**src/rtl/acc_alu8_pkg.sv**
```systemverilog
package acc_alu8_pkg;

    localparam int DW     = 8;
    localparam int NFLAGS = 5;

    // flag bus positions
    localparam int FL_CY   = 0;
    localparam int FL_PAR  = 1;
    localparam int FL_AC   = 2;
    localparam int FL_ZERO = 3;
    localparam int FL_SIGN = 4;

    typedef enum logic [4:0] {
        OP_ADD = 5'd0,
        OP_ADC = 5'd1,
        OP_SUB = 5'd2,
        OP_SBB = 5'd3,
        OP_CMP = 5'd4,
        OP_AND = 5'd5,
        OP_OR  = 5'd6,
        OP_XOR = 5'd7,
        OP_RLC = 5'd8,   // rotate kind decoded from op[1:0]
        OP_RRC = 5'd9,
        OP_RAL = 5'd10,
        OP_RAR = 5'd11,
        OP_CPL = 5'd12,
        OP_CMC = 5'd13,
        OP_STC = 5'd14,
        OP_INC = 5'd15,
        OP_DEC = 5'd16,
        OP_DAA = 5'd17
    } alu_op_e;

    // refresh sign, zero and parity from a result byte
    function automatic logic [NFLAGS-1:0] with_szp(input logic [NFLAGS-1:0] f,
                                                   input logic [DW-1:0]     r);
        logic [NFLAGS-1:0] o;
        o          = f;
        o[FL_SIGN] = r[DW-1];
        o[FL_ZERO] = (r == '0);
        o[FL_PAR]  = ~(^r);
        return o;
    endfunction

endpackage

```
**src/rtl/acu_addsub.sv**
```systemverilog
module acu_addsub #(
    parameter int DW = 8
) (
    input  logic [DW-1:0] a_i,
    input  logic [DW-1:0] b_i,
    input  logic          cin_i,
    input  logic          sub_i,
    output logic [DW-1:0] sum_o,
    output logic          cy_o,
    output logic          hc_o
);
    localparam int HW = DW / 2;

    logic [DW-1:0] b_x;
    logic          c_x;
    logic [DW:0]   full_sum;
    logic [HW:0]   half_sum;

    // subtraction as a + ~b + ~borrow; carry sense inverted afterwards
    assign b_x      = sub_i ? ~b_i : b_i;
    assign c_x      = sub_i ? ~cin_i : cin_i;
    assign full_sum = {1'b0, a_i} + {1'b0, b_x} + {{DW{1'b0}}, c_x};
    assign half_sum = {1'b0, a_i[HW-1:0]} + {1'b0, b_x[HW-1:0]} + {{HW{1'b0}}, c_x};

    assign sum_o = full_sum[DW-1:0];
    assign cy_o  = full_sum[DW] ^ sub_i;
    assign hc_o  = half_sum[HW] ^ sub_i;
endmodule

```
**src/rtl/acu_rotate.sv**
```systemverilog
module acu_rotate #(
    parameter int DW = 8
) (
    input  logic [DW-1:0] a_i,
    input  logic          cy_i,
    input  logic [1:0]    kind_i,   // 0 left, 1 right, 2 left via carry, 3 right via carry
    output logic [DW-1:0] res_o,
    output logic          cy_o
);
    always_comb begin
        unique case (kind_i)
            2'd0: begin
                res_o = {a_i[DW-2:0], a_i[DW-1]};
                cy_o  = a_i[DW-1];
            end
            2'd1: begin
                res_o = {a_i[0], a_i[DW-1:1]};
                cy_o  = a_i[0];
            end
            2'd2: begin
                res_o = {a_i[DW-2:0], cy_i};
                cy_o  = a_i[DW-1];
            end
            default: begin
                res_o = {cy_i, a_i[DW-1:1]};
                cy_o  = a_i[0];
            end
        endcase
    end
endmodule

```
**src/rtl/acu_decadj.sv**
```systemverilog
module acu_decadj (
    input  logic [7:0] a_i,
    input  logic       cy_i,
    input  logic       ac_i,
    output logic [7:0] res_o,
    output logic       cy_o,
    output logic       ac_o
);
    logic       lo_fix;
    logic       hi_fix;
    logic [4:0] lo_sum;
    logic [8:0] stage1;

    assign lo_fix = (a_i[3:0] > 4'd9) || ac_i;
    assign lo_sum = {1'b0, a_i[3:0]} + (lo_fix ? 5'd6 : 5'd0);
    assign stage1 = {1'b0, a_i} + (lo_fix ? 9'h006 : 9'h000);
    // upper field includes any overflow from the first correction
    assign hi_fix = (stage1[8:4] > 5'd9) || cy_i;

    assign res_o = stage1[7:0] + (hi_fix ? 8'h60 : 8'h00);
    assign cy_o  = hi_fix;
    assign ac_o  = lo_sum[4];
endmodule

```
**src/rtl/acc_alu8.sv**
```systemverilog
module acc_alu8
    import acc_alu8_pkg::*;
#(
    parameter int W  = DW,
    parameter int NF = NFLAGS
) (
    input  logic          clk,
    input  logic          rst_n,
    input  logic          exec_i,
    input  logic [4:0]    op_i,
    input  logic [W-1:0]  acc_i,
    input  logic [W-1:0]  opnd_i,
    input  logic [NF-1:0] flags_i,
    output logic [W-1:0]  acc_o,
    output logic [NF-1:0] flags_o
);
    logic          as_sub;
    logic          as_cin;
    logic [W-1:0]  as_b;
    logic [W-1:0]  as_sum;
    logic          as_cy;
    logic          as_hc;
    logic          unit_step;
    logic [W-1:0]  rot_res;
    logic          rot_cy;
    logic [W-1:0]  da_res;
    logic          da_cy;
    logic          da_ac;
    logic [W-1:0]  logic_res;
    logic [W-1:0]  nxt_acc;
    logic [NF-1:0] nxt_fl;

    // operand steering for the shared adder
    always_comb begin
        unit_step = (op_i == OP_INC) || (op_i == OP_DEC);
        as_sub    = (op_i == OP_SUB) || (op_i == OP_SBB) ||
                    (op_i == OP_CMP) || (op_i == OP_DEC);
        as_cin    = ((op_i == OP_ADC) || (op_i == OP_SBB)) ? flags_i[FL_CY] : 1'b0;
        as_b      = unit_step ? {{(W-1){1'b0}}, 1'b1} : opnd_i;
    end

    acu_addsub #(.DW(W)) addsub_i (
        .a_i   (acc_i),
        .b_i   (as_b),
        .cin_i (as_cin),
        .sub_i (as_sub),
        .sum_o (as_sum),
        .cy_o  (as_cy),
        .hc_o  (as_hc)
    );

    acu_rotate #(.DW(W)) rotate_i (
        .a_i    (acc_i),
        .cy_i   (flags_i[FL_CY]),
        .kind_i (op_i[1:0]),
        .res_o  (rot_res),
        .cy_o   (rot_cy)
    );

    acu_decadj decadj_i (
        .a_i   (acc_i),
        .cy_i  (flags_i[FL_CY]),
        .ac_i  (flags_i[FL_AC]),
        .res_o (da_res),
        .cy_o  (da_cy),
        .ac_o  (da_ac)
    );

    always_comb begin
        unique case (op_i)
            OP_AND:  logic_res = acc_i & opnd_i;
            OP_OR:   logic_res = acc_i | opnd_i;
            default: logic_res = acc_i ^ opnd_i;
        endcase
    end

    // next-state selection
    always_comb begin
        nxt_acc = acc_i;
        nxt_fl  = flags_i;
        unique case (op_i)
            OP_ADD, OP_ADC, OP_SUB, OP_SBB: begin
                nxt_acc       = as_sum;
                nxt_fl        = with_szp(flags_i, as_sum);
                nxt_fl[FL_CY] = as_cy;
                nxt_fl[FL_AC] = as_hc;
            end
            OP_CMP: begin
                nxt_fl        = with_szp(flags_i, as_sum);
                nxt_fl[FL_CY] = as_cy;
                nxt_fl[FL_AC] = as_hc;
            end
            OP_AND, OP_OR, OP_XOR: begin
                nxt_acc       = logic_res;
                nxt_fl        = with_szp(flags_i, logic_res);
                nxt_fl[FL_CY] = 1'b0;
                nxt_fl[FL_AC] = (op_i == OP_AND);
            end
            OP_RLC, OP_RRC, OP_RAL, OP_RAR: begin
                nxt_acc       = rot_res;
                nxt_fl[FL_CY] = rot_cy;
            end
            OP_CPL: nxt_acc = ~acc_i;
            OP_CMC: nxt_fl[FL_CY] = ~flags_i[FL_CY];
            OP_STC: nxt_fl[FL_CY] = 1'b1;
            OP_INC, OP_DEC: begin
                nxt_acc       = as_sum;
                nxt_fl        = with_szp(flags_i, as_sum);
                nxt_fl[FL_AC] = as_hc;
            end
            OP_DAA: begin
                nxt_acc       = da_res;
                nxt_fl        = with_szp(flags_i, da_res);
                nxt_fl[FL_CY] = da_cy;
                nxt_fl[FL_AC] = da_ac;
            end
            default: ;
        endcase
    end

    always_ff @(posedge clk or negedge rst_n) begin
        if (!rst_n) begin
            acc_o   <= '0;
            flags_o <= '0;
        end else if (exec_i) begin
            acc_o   <= nxt_acc;
            flags_o <= nxt_fl;
        end
    end
endmodule

```
**config.mk**
```make
export PLATFORM = sky130hd
export DESIGN_NAME = acc_alu8
export DESIGN_NICKNAME = d
export VERILOG_FILES = /design/src/rtl/acc_alu8_pkg.sv /design/src/rtl/acu_addsub.sv /design/src/rtl/acu_rotate.sv /design/src/rtl/acu_decadj.sv /design/src/rtl/acc_alu8.sv
export SDC_FILE = /design/constraint.sdc
export NUM_CORES = 1
export LEC_CHECK = 0
export BUFFER_PORTS_ARGS = -buffer_cell sky130_fd_sc_hd__buf_2
export CAP_MARGIN = 20
export CELL_PAD_IN_SITES_DETAIL_PLACEMENT = 2
export CELL_PAD_IN_SITES_GLOBAL_PLACEMENT = 2
export CORE_MARGIN = 5
export CORE_UTILIZATION = 34
export DETAILED_ROUTE_END_ITERATION = 7
export GPL_TIMING_DRIVEN = 0
export PLACE_DENSITY_LB_ADDON = 0.15
export REMOVE_ABC_BUFFERS = 1
export SETUP_SLACK_MARGIN = 0.15
export SYNTH_ARGS = -nofsm -noshare
export SYNTH_HDL_FRONTEND = slang
export SYNTH_SLANG_ARGS = --single-unit
```
**constraint.sdc**
```tcl
create_clock -name clk -period 0.9 [get_ports clk]
set_input_delay 0.045 -clock clk [delete_from_list [all_inputs] [get_ports clk]]
set_output_delay 0.045 -clock clk [all_outputs]
set_load 0.05 [all_outputs]
```
* Word-level counts from Yosys, hierarchy flattened *
Cells that the tools add are included.

operators by class
  multiply operators = 0
  eq/ne operators = 19
  bitwise gates (word level) = 12
  shift operators = 0
  order comparisons = 2
  mux-type cells = 13
  div/mod/pow operators = 0
  reductions and logical operators = 21
  add/sub/neg operators = 7

operators with widths
  operator                                              count
  equality test 5 x 4 -> 1 bit (second input constant)  8
  case mux 8 bit (5 select lines)                       1
  logical NOT 8 bit                                     3
  case mux 8 bit (3 select lines)                       1
  parity 8 bit                                          3
  equality test 5 x 3 -> 1 bit (second input constant)  4
  two-way mux 8 bit                                     2
  inverter 8 bit                                        2
  case mux 8 bit (2 select lines)                       1
  case mux 4 bit (3 select lines)                       1
  equality test 5 x 2 -> 1 bit (second input constant)  2
  equality test 5 bit (second input constant)           2
  adder 8 x 8 -> 9 bit                                  1
  adder 8 x 9 -> 9 bit                                  1
  adder 9 x 1 -> 9 bit                                  1
  adder 8 bit                                           1
  bitwise AND 8 bit                                     1
  bitwise OR 8 bit                                      1
  XOR 8 bit                                             1
  logical OR 1 bit                                      7
  two-way mux 7 bit                                     1
  OR reduction 7 bit                                    1
  two-way mux 3 bit                                     2
  case mux 1 bit (6 select lines)                       1
  18 further kinds                                      25

storage, ports and cells
  latch bits = 0
  bits in writable memories = 0
  input port bits = 29
  logic and storage cells = 76
  register bits after elaboration = 13
  memory bits (read-only) = 0
  memories kept = 0

* Logic depth before layout (Yosys ltp) *
  depth in word-level cells = 11
  mapped depth = 19
  mapped depth without buffers = 18

* Modules after synthesis *
A second synthesis with hierarchy kept.

second synthesis, totals
  cells, all modules = 395
  area total of the unflattened synthesis = 3052.9 sq um

modules (own cells, without submodules)
  module      cells each  instances  area each (sq um)
  acc_alu8    303         1          2235.9
  acu_addsub  52          1          439.2
  acu_decadj  26          1          227.7
  acu_rotate  14          1          150.1

* Least setup slack after synthesis *
No wires, ideal clock.

  path kind = input to register
  start = in acc_i[3]
  end = reg flags_o[1]
  cell stages on the path = 19
  arrival time = 3.696 ns
  path slack = -2.932 ns
  cells stage by stage = clkbuf_1 o21ai_0 nand2b_1 ha_1 fa_1 nand3_1 nor4_1 o21a_1 or3_1 ha_1 fa_1 xor2_1 xnor2_1 ha_1 xnor2_1 xnor2_1 o22ai_1 a221oi_1 a21oi_1

between the ends
  longest elaborated chain between the ends = 11
  elaborated cells on any way between the ends = 21

RTL lines
  item                                    line                text
  start: declaration                      acc_alu8.sv:11      input logic [W-1:0] acc_i,
  greater-than comparator 4 bit           acu_decadj.sv:14    assign lo_fix = (a_i[3:0] > 4'd9) || ac_i;
  logical OR 1 bit                        acu_decadj.sv:14
  two-way mux 3 bit                       acu_decadj.sv:16    assign stage1 = {1'b0, a_i} + (lo_fix ? 9'h006 : 9'h000);
  adder 8 x 9 -> 9 bit                    acu_decadj.sv:16
  greater-than comparator 5 x 4 -> 1 bit  acu_decadj.sv:18    assign hi_fix = (stage1[8:4] > 5'd9) || cy_i;
  logical OR 1 bit                        acu_decadj.sv:18
  two-way mux 7 bit                       acu_decadj.sv:20    assign res_o = stage1[7:0] + (hi_fix ? 8'h60 : 8'h00);
  adder 8 bit                             acu_decadj.sv:20
  parity 8 bit                            acc_alu8_pkg.sv:41  o[FL_PAR] = ~(^r);
  inverter 1 bit                          acc_alu8_pkg.sv:41
  case mux 4 bit (3 select lines) *       acc_alu8.sv:81      unique case (op_i)
  end signal: assignment                  acc_alu8.sv:127     flags_o <= nxt_fl;
  end: declaration                        acc_alu8.sv:15      output logic [NF-1:0] flags_o

Mark *: on every way between the ends. The rest lies on a longest branch, timed or not.
A chain may end at the register's enable or synchronous reset.

* Worst setup path in the final report *
  start = in acc_i[2]
  end = reg flags_o[1]

The elaborated chain is that of the path after synthesis.

==> results list <==
- Outcome: finished with violations
- The checks that failed: setup timing.
- NumNets Final: 576
* Highest clock rate: 264 MHz
* Hold path cells: 3
- Max-slew headroom at the worst pin: 18.0%
- Total congestion overflow after global routing: 0
- Placement-stage worst setup slack: -4.12 ns
- Counting flops and latches in the post-synthesis netlist gives 13.
- Endpoint arrival time on the critical path: 3.90 ns
* Biggest area consumer among synthesized cells: ha_1
- Maximum number of pins on one net before global-route repair: 36
- The wire-length estimate of the detail-placed layout is 9.75 mm.
- Setup Skew: 0 ns
- Cells after Synth: 444
* Iteration-0 DRC Markers: 434
- Relative to the synthesized area, the layout overhead comes to 43.3%.
- Number of hold-slack violations in the final timing report: 0
- Count of warnings emitted by yosys: 0
* Count of buffers inserted at the top-level ports: 41
- Core region area: 9280 sq um
- Count of unresolved DRC violations after routing: 0
- Static Leakage: 0.00200 uW
* Final worst-path setup slack: -2.89 ns
* Hold endpoint: flags_o[4]
- In this run the horizontal extent of the chip is 108 um.
* Final total negative setup slack: -24.94 ns
- Clock-pin slew was measured on the worst setup and hold paths at 0.06 ns.
* Switching share of power: 50.2%
- Dividing the detail-routed via count by the number of cells gives 6.93.
- The share of total power dissipated in the clock network is 10.4%.
- Including well taps, the total number of placed cells is 580.
- Clock net sink count: 13
- Reg2reg start: flags_o[2]
- In the finished design, the share of the clock period the worst path needs comes to 421%.
- Power dissipated by switching net loads: 2940 uW
* HP Class: in2reg
- STA classifies the critical path endpoint as a flop.
- By area the synthesized netlist is led by ha_1 15%, dfrtp_1 10%, o21ai_0 5.1%, a21oi_1 4.9%, nor2_1 4.5%.
- Setup repair after global routing could not meet its margin everywhere.
- No sink is reached through more buffers than the 2 on the longest clock path.
* Commonest register cell after synthesis: dfrtp_1
- Number of pins with negative max-slew slack in the final report: 0
* Final setup viols: 17
- Leading cell types in the layout, fill and taps excluded: 36 x nor2_1, 35 x ha_1, 33 x buf_4
* Die H: 108 um
- Number of nets still failing antenna checks after routing: 0
- In this run the biggest area consumer among cell types represents 14.6% of the synthesized area.
* Share of synthesized registers carrying an async set or reset: 100%
* Netlist cell types: 66
* # diodes: 0
- For this run, the register share of the synthesized area comes to 9.99%.
- The smallest clock period supported by the final layout is computed as 3.79 ns.
- At the pin with the least slew margin, the transition time is 1.23 ns.
* Total CTS buffers: 3
* Worst IR Drop VDD: 0.455 mV
* Overall global routing resource usage: 28.6%
- Top-level I/O count: 42
* Maximum Capacitance Violations: 0
- In this run the core area contains 35 standard-cell rows.
* Die Footprint: 11600 sq um
- WP data required: 1.01 ns
* Critical setup path kind: in2reg
- Global-route wire length before repair: 25.4 mm
- Pwr Total: 5860 uW
- Root buffer cell: clkbuf_8
- The finished layout holds 633 standard cells, fillers aside.
- Internal Dissipation: 2920 uW
- Routed length per instance: 31.6 um
- STA classifies the critical path startpoint as a primary input.
- Highest fanout seen on the critical path: 7
- The number of global-route vias before repair came to 4276.
- Once the floorplan was initialized, standard cells occupied 35.1% of the core.
* Post-synthesis instance area: 3260 sq um
* Antenna violations before repair: 0
- In this run the number of H-tree levels came out at 1.
* Power density over cell area: 1260 nW/um^2
- Yosys mapped a number of flops with a built-in enable equal to 0.
* Most common cell after layout, fill and taps aside: nor2_1
- Share of post-route cells with drive strength above 1: 31.0%
* Clock latency at the later pin of the worst-skew pair: 0.27 ns
- Worst reg-to-reg path cell count: 3
- R2r endpoint: flags_o[2]
* Detailed Route WL: 20.0 mm
* Filler cell count in the final layout: 995
- Clock tree from TritonCTS: yes
* Post-Synthesis Mean Instance Area: 7.34 sq um
- Slack of the worst reg-to-reg path: -0.21 ns
- Sequential cells burn 13.2% of the power.
- At the end of routability-driven placement, the weighted congestion stood at 0.821.
- The first detailed-routing pass ran for 5 iterations.
- The routed layout has 4387 vias.
- Combinational cells account for 76.4% of the total power.
* Hold Path Origin: flags_i[4]
==> final cells by class <==
type | count | area (sq um) | share of cell area, %
multi-input combinational | 369 | 3030 | 64.9
inverter | 28 | 109 | 2.33
sequential | 13 | 325 | 6.97
clock buffer | 4 | 45.0 | 0.965
timing repair buffer | 90 | 998 | 21.4
tap | 129 | 161 | 3.46
==> power groups by stage <==
stage	clock (uW)	sequential [uW]	combinational, uW
floorplan	0	1090	1710
global placement	0	747	2930
detailed placement	0	752	3040
CTS	562	766	3830
global route	625	783	4660
finish	608	775	4480
==> cell usage after synthesis, types with 3 or more instances <==
| cell type | number |
|---|---|
| nand2_1 | 29 |
| a211oi_1 | 5 |
| o221ai_1 | 4 |
| nand3_1 | 7 |
| xnor2_1 | 11 |
| o31ai_1 | 8 |
| o21a_1 | 4 |
| mux2i_1 | 7 |
| nand2b_1 | 15 |
| inv_1 | 28 |
| a2bb2oi_1 | 8 |
| and2_1 | 6 |
| and3b_1 | 3 |
| nor3_1 | 3 |
| or3_1 | 4 |
| a21oi_1 | 32 |
| a21o_1 | 4 |
| a221oi_1 | 6 |
| buf_2 | 16 |
| a31oi_1 | 6 |
| nor2b_1 | 5 |
| fa_1 | 4 |
| o21ai_1 | 3 |
| o22ai_1 | 7 |
| clkbuf_1 | 14 |
| ha_1 | 38 |
| a32o_1 | 4 |
| o2bb2ai_1 | 3 |
| xor2_1 | 10 |
| buf_1 | 3 |
| nor2_1 | 39 |
| nand4_1 | 8 |
| o22a_1 | 5 |
| a221o_1 | 3 |
| o221a_2 | 5 |
| dfrtp_1 | 13 |
| o21ai_0 | 33 |
==> critical path: stages <==
cell	delay (ns)
buf_12	0.12
o21ai_2	0.12
nand2b_1	0.12
ha_2	0.22
fa_2	0.43
nand3_4	0.13
nor4_2	0.05
o21a_1	0.21
or3_4	0.39
ha_4	0.17
fa_2	0.36
xor2_2	0.17
xnor2_2	0.23
ha_4	0.24
xnor2_2	0.13
xnor2_1	0.18
o22ai_2	0.12
a221oi_2	0.31
a21oi_1	0.12
==> state kept, by name, summed over array words and instances (netlist names) <==
signal   count
acc_o        8
flags_o      5
==> cells by family (layout without fill, tap and decap cells) <==
kind of cell | count (synthesis) | in the layout | share of synthesized area (%)
AOI/OAI and AO/OA | 166 | 166 | 36.1
and+or+nand+nor | 131 | 131 | 20.5
buffers and inverters | 62 | 122 | 7.88
adders and majority gates | 42 | 42 | 17.1
xor gates and xnor gates | 21 | 21 | 5.65
DFF | 13 | 13 | 9.99
muxes | 9 | 9 | 2.84
==> worst max path at each step <==
stage / startpoint / to / cells after the start
after detailed placement: op_i[0] / flags_o[1] / 16
after global routing: acc_i[2] / flags_o[1] / 19
after floorplan: acc_i[2] / flags_o[1] / 18
final: acc_i[2] / flags_o[1] / 19
after global placement: op_i[0] / flags_o[1] / 16
after CTS: acc_i[1] / flags_o[1] / 19
==> metrics by stage <==
| stage | utilization [%] | instance area [sq um] | hold WS (ns) |
|---|---|---|---|
| after floorplan | - | 3110 | -0.251 |
| after global placement | 37.4 | 3470 | -0.0388 |
| after detailed placement | 37.4 | 3470 | -0.0280 |
| after CTS | 46.8 | 4340 | 0.107 |
| after global routing | 50.3 | 4670 | 0.130 |
| final | 50.3 | 4670 | 0.113 |
==> per-layer routing <==
layer  up-vias  share of wire [%]  track usage, %
met4         0                6.5            10.6
met1      2233                 39            36.1
met2       270                 47            49.1
met3        92                7.2            3.90
li1       1792                  -               -
met5         -                  0               0
==> what timing repair did <==
item | in CTS | in global routing
cloned | 5 | 2
setup buffers | 17 | 24
hold buffers | 1 | 0
gates resized for setup | 122 | 24
hold endpoints to repair | 13 | 0
endpoints found under the setup margin | 26 | 26
pin swaps | 25 | 27
(Power assumes the default switching activity.)
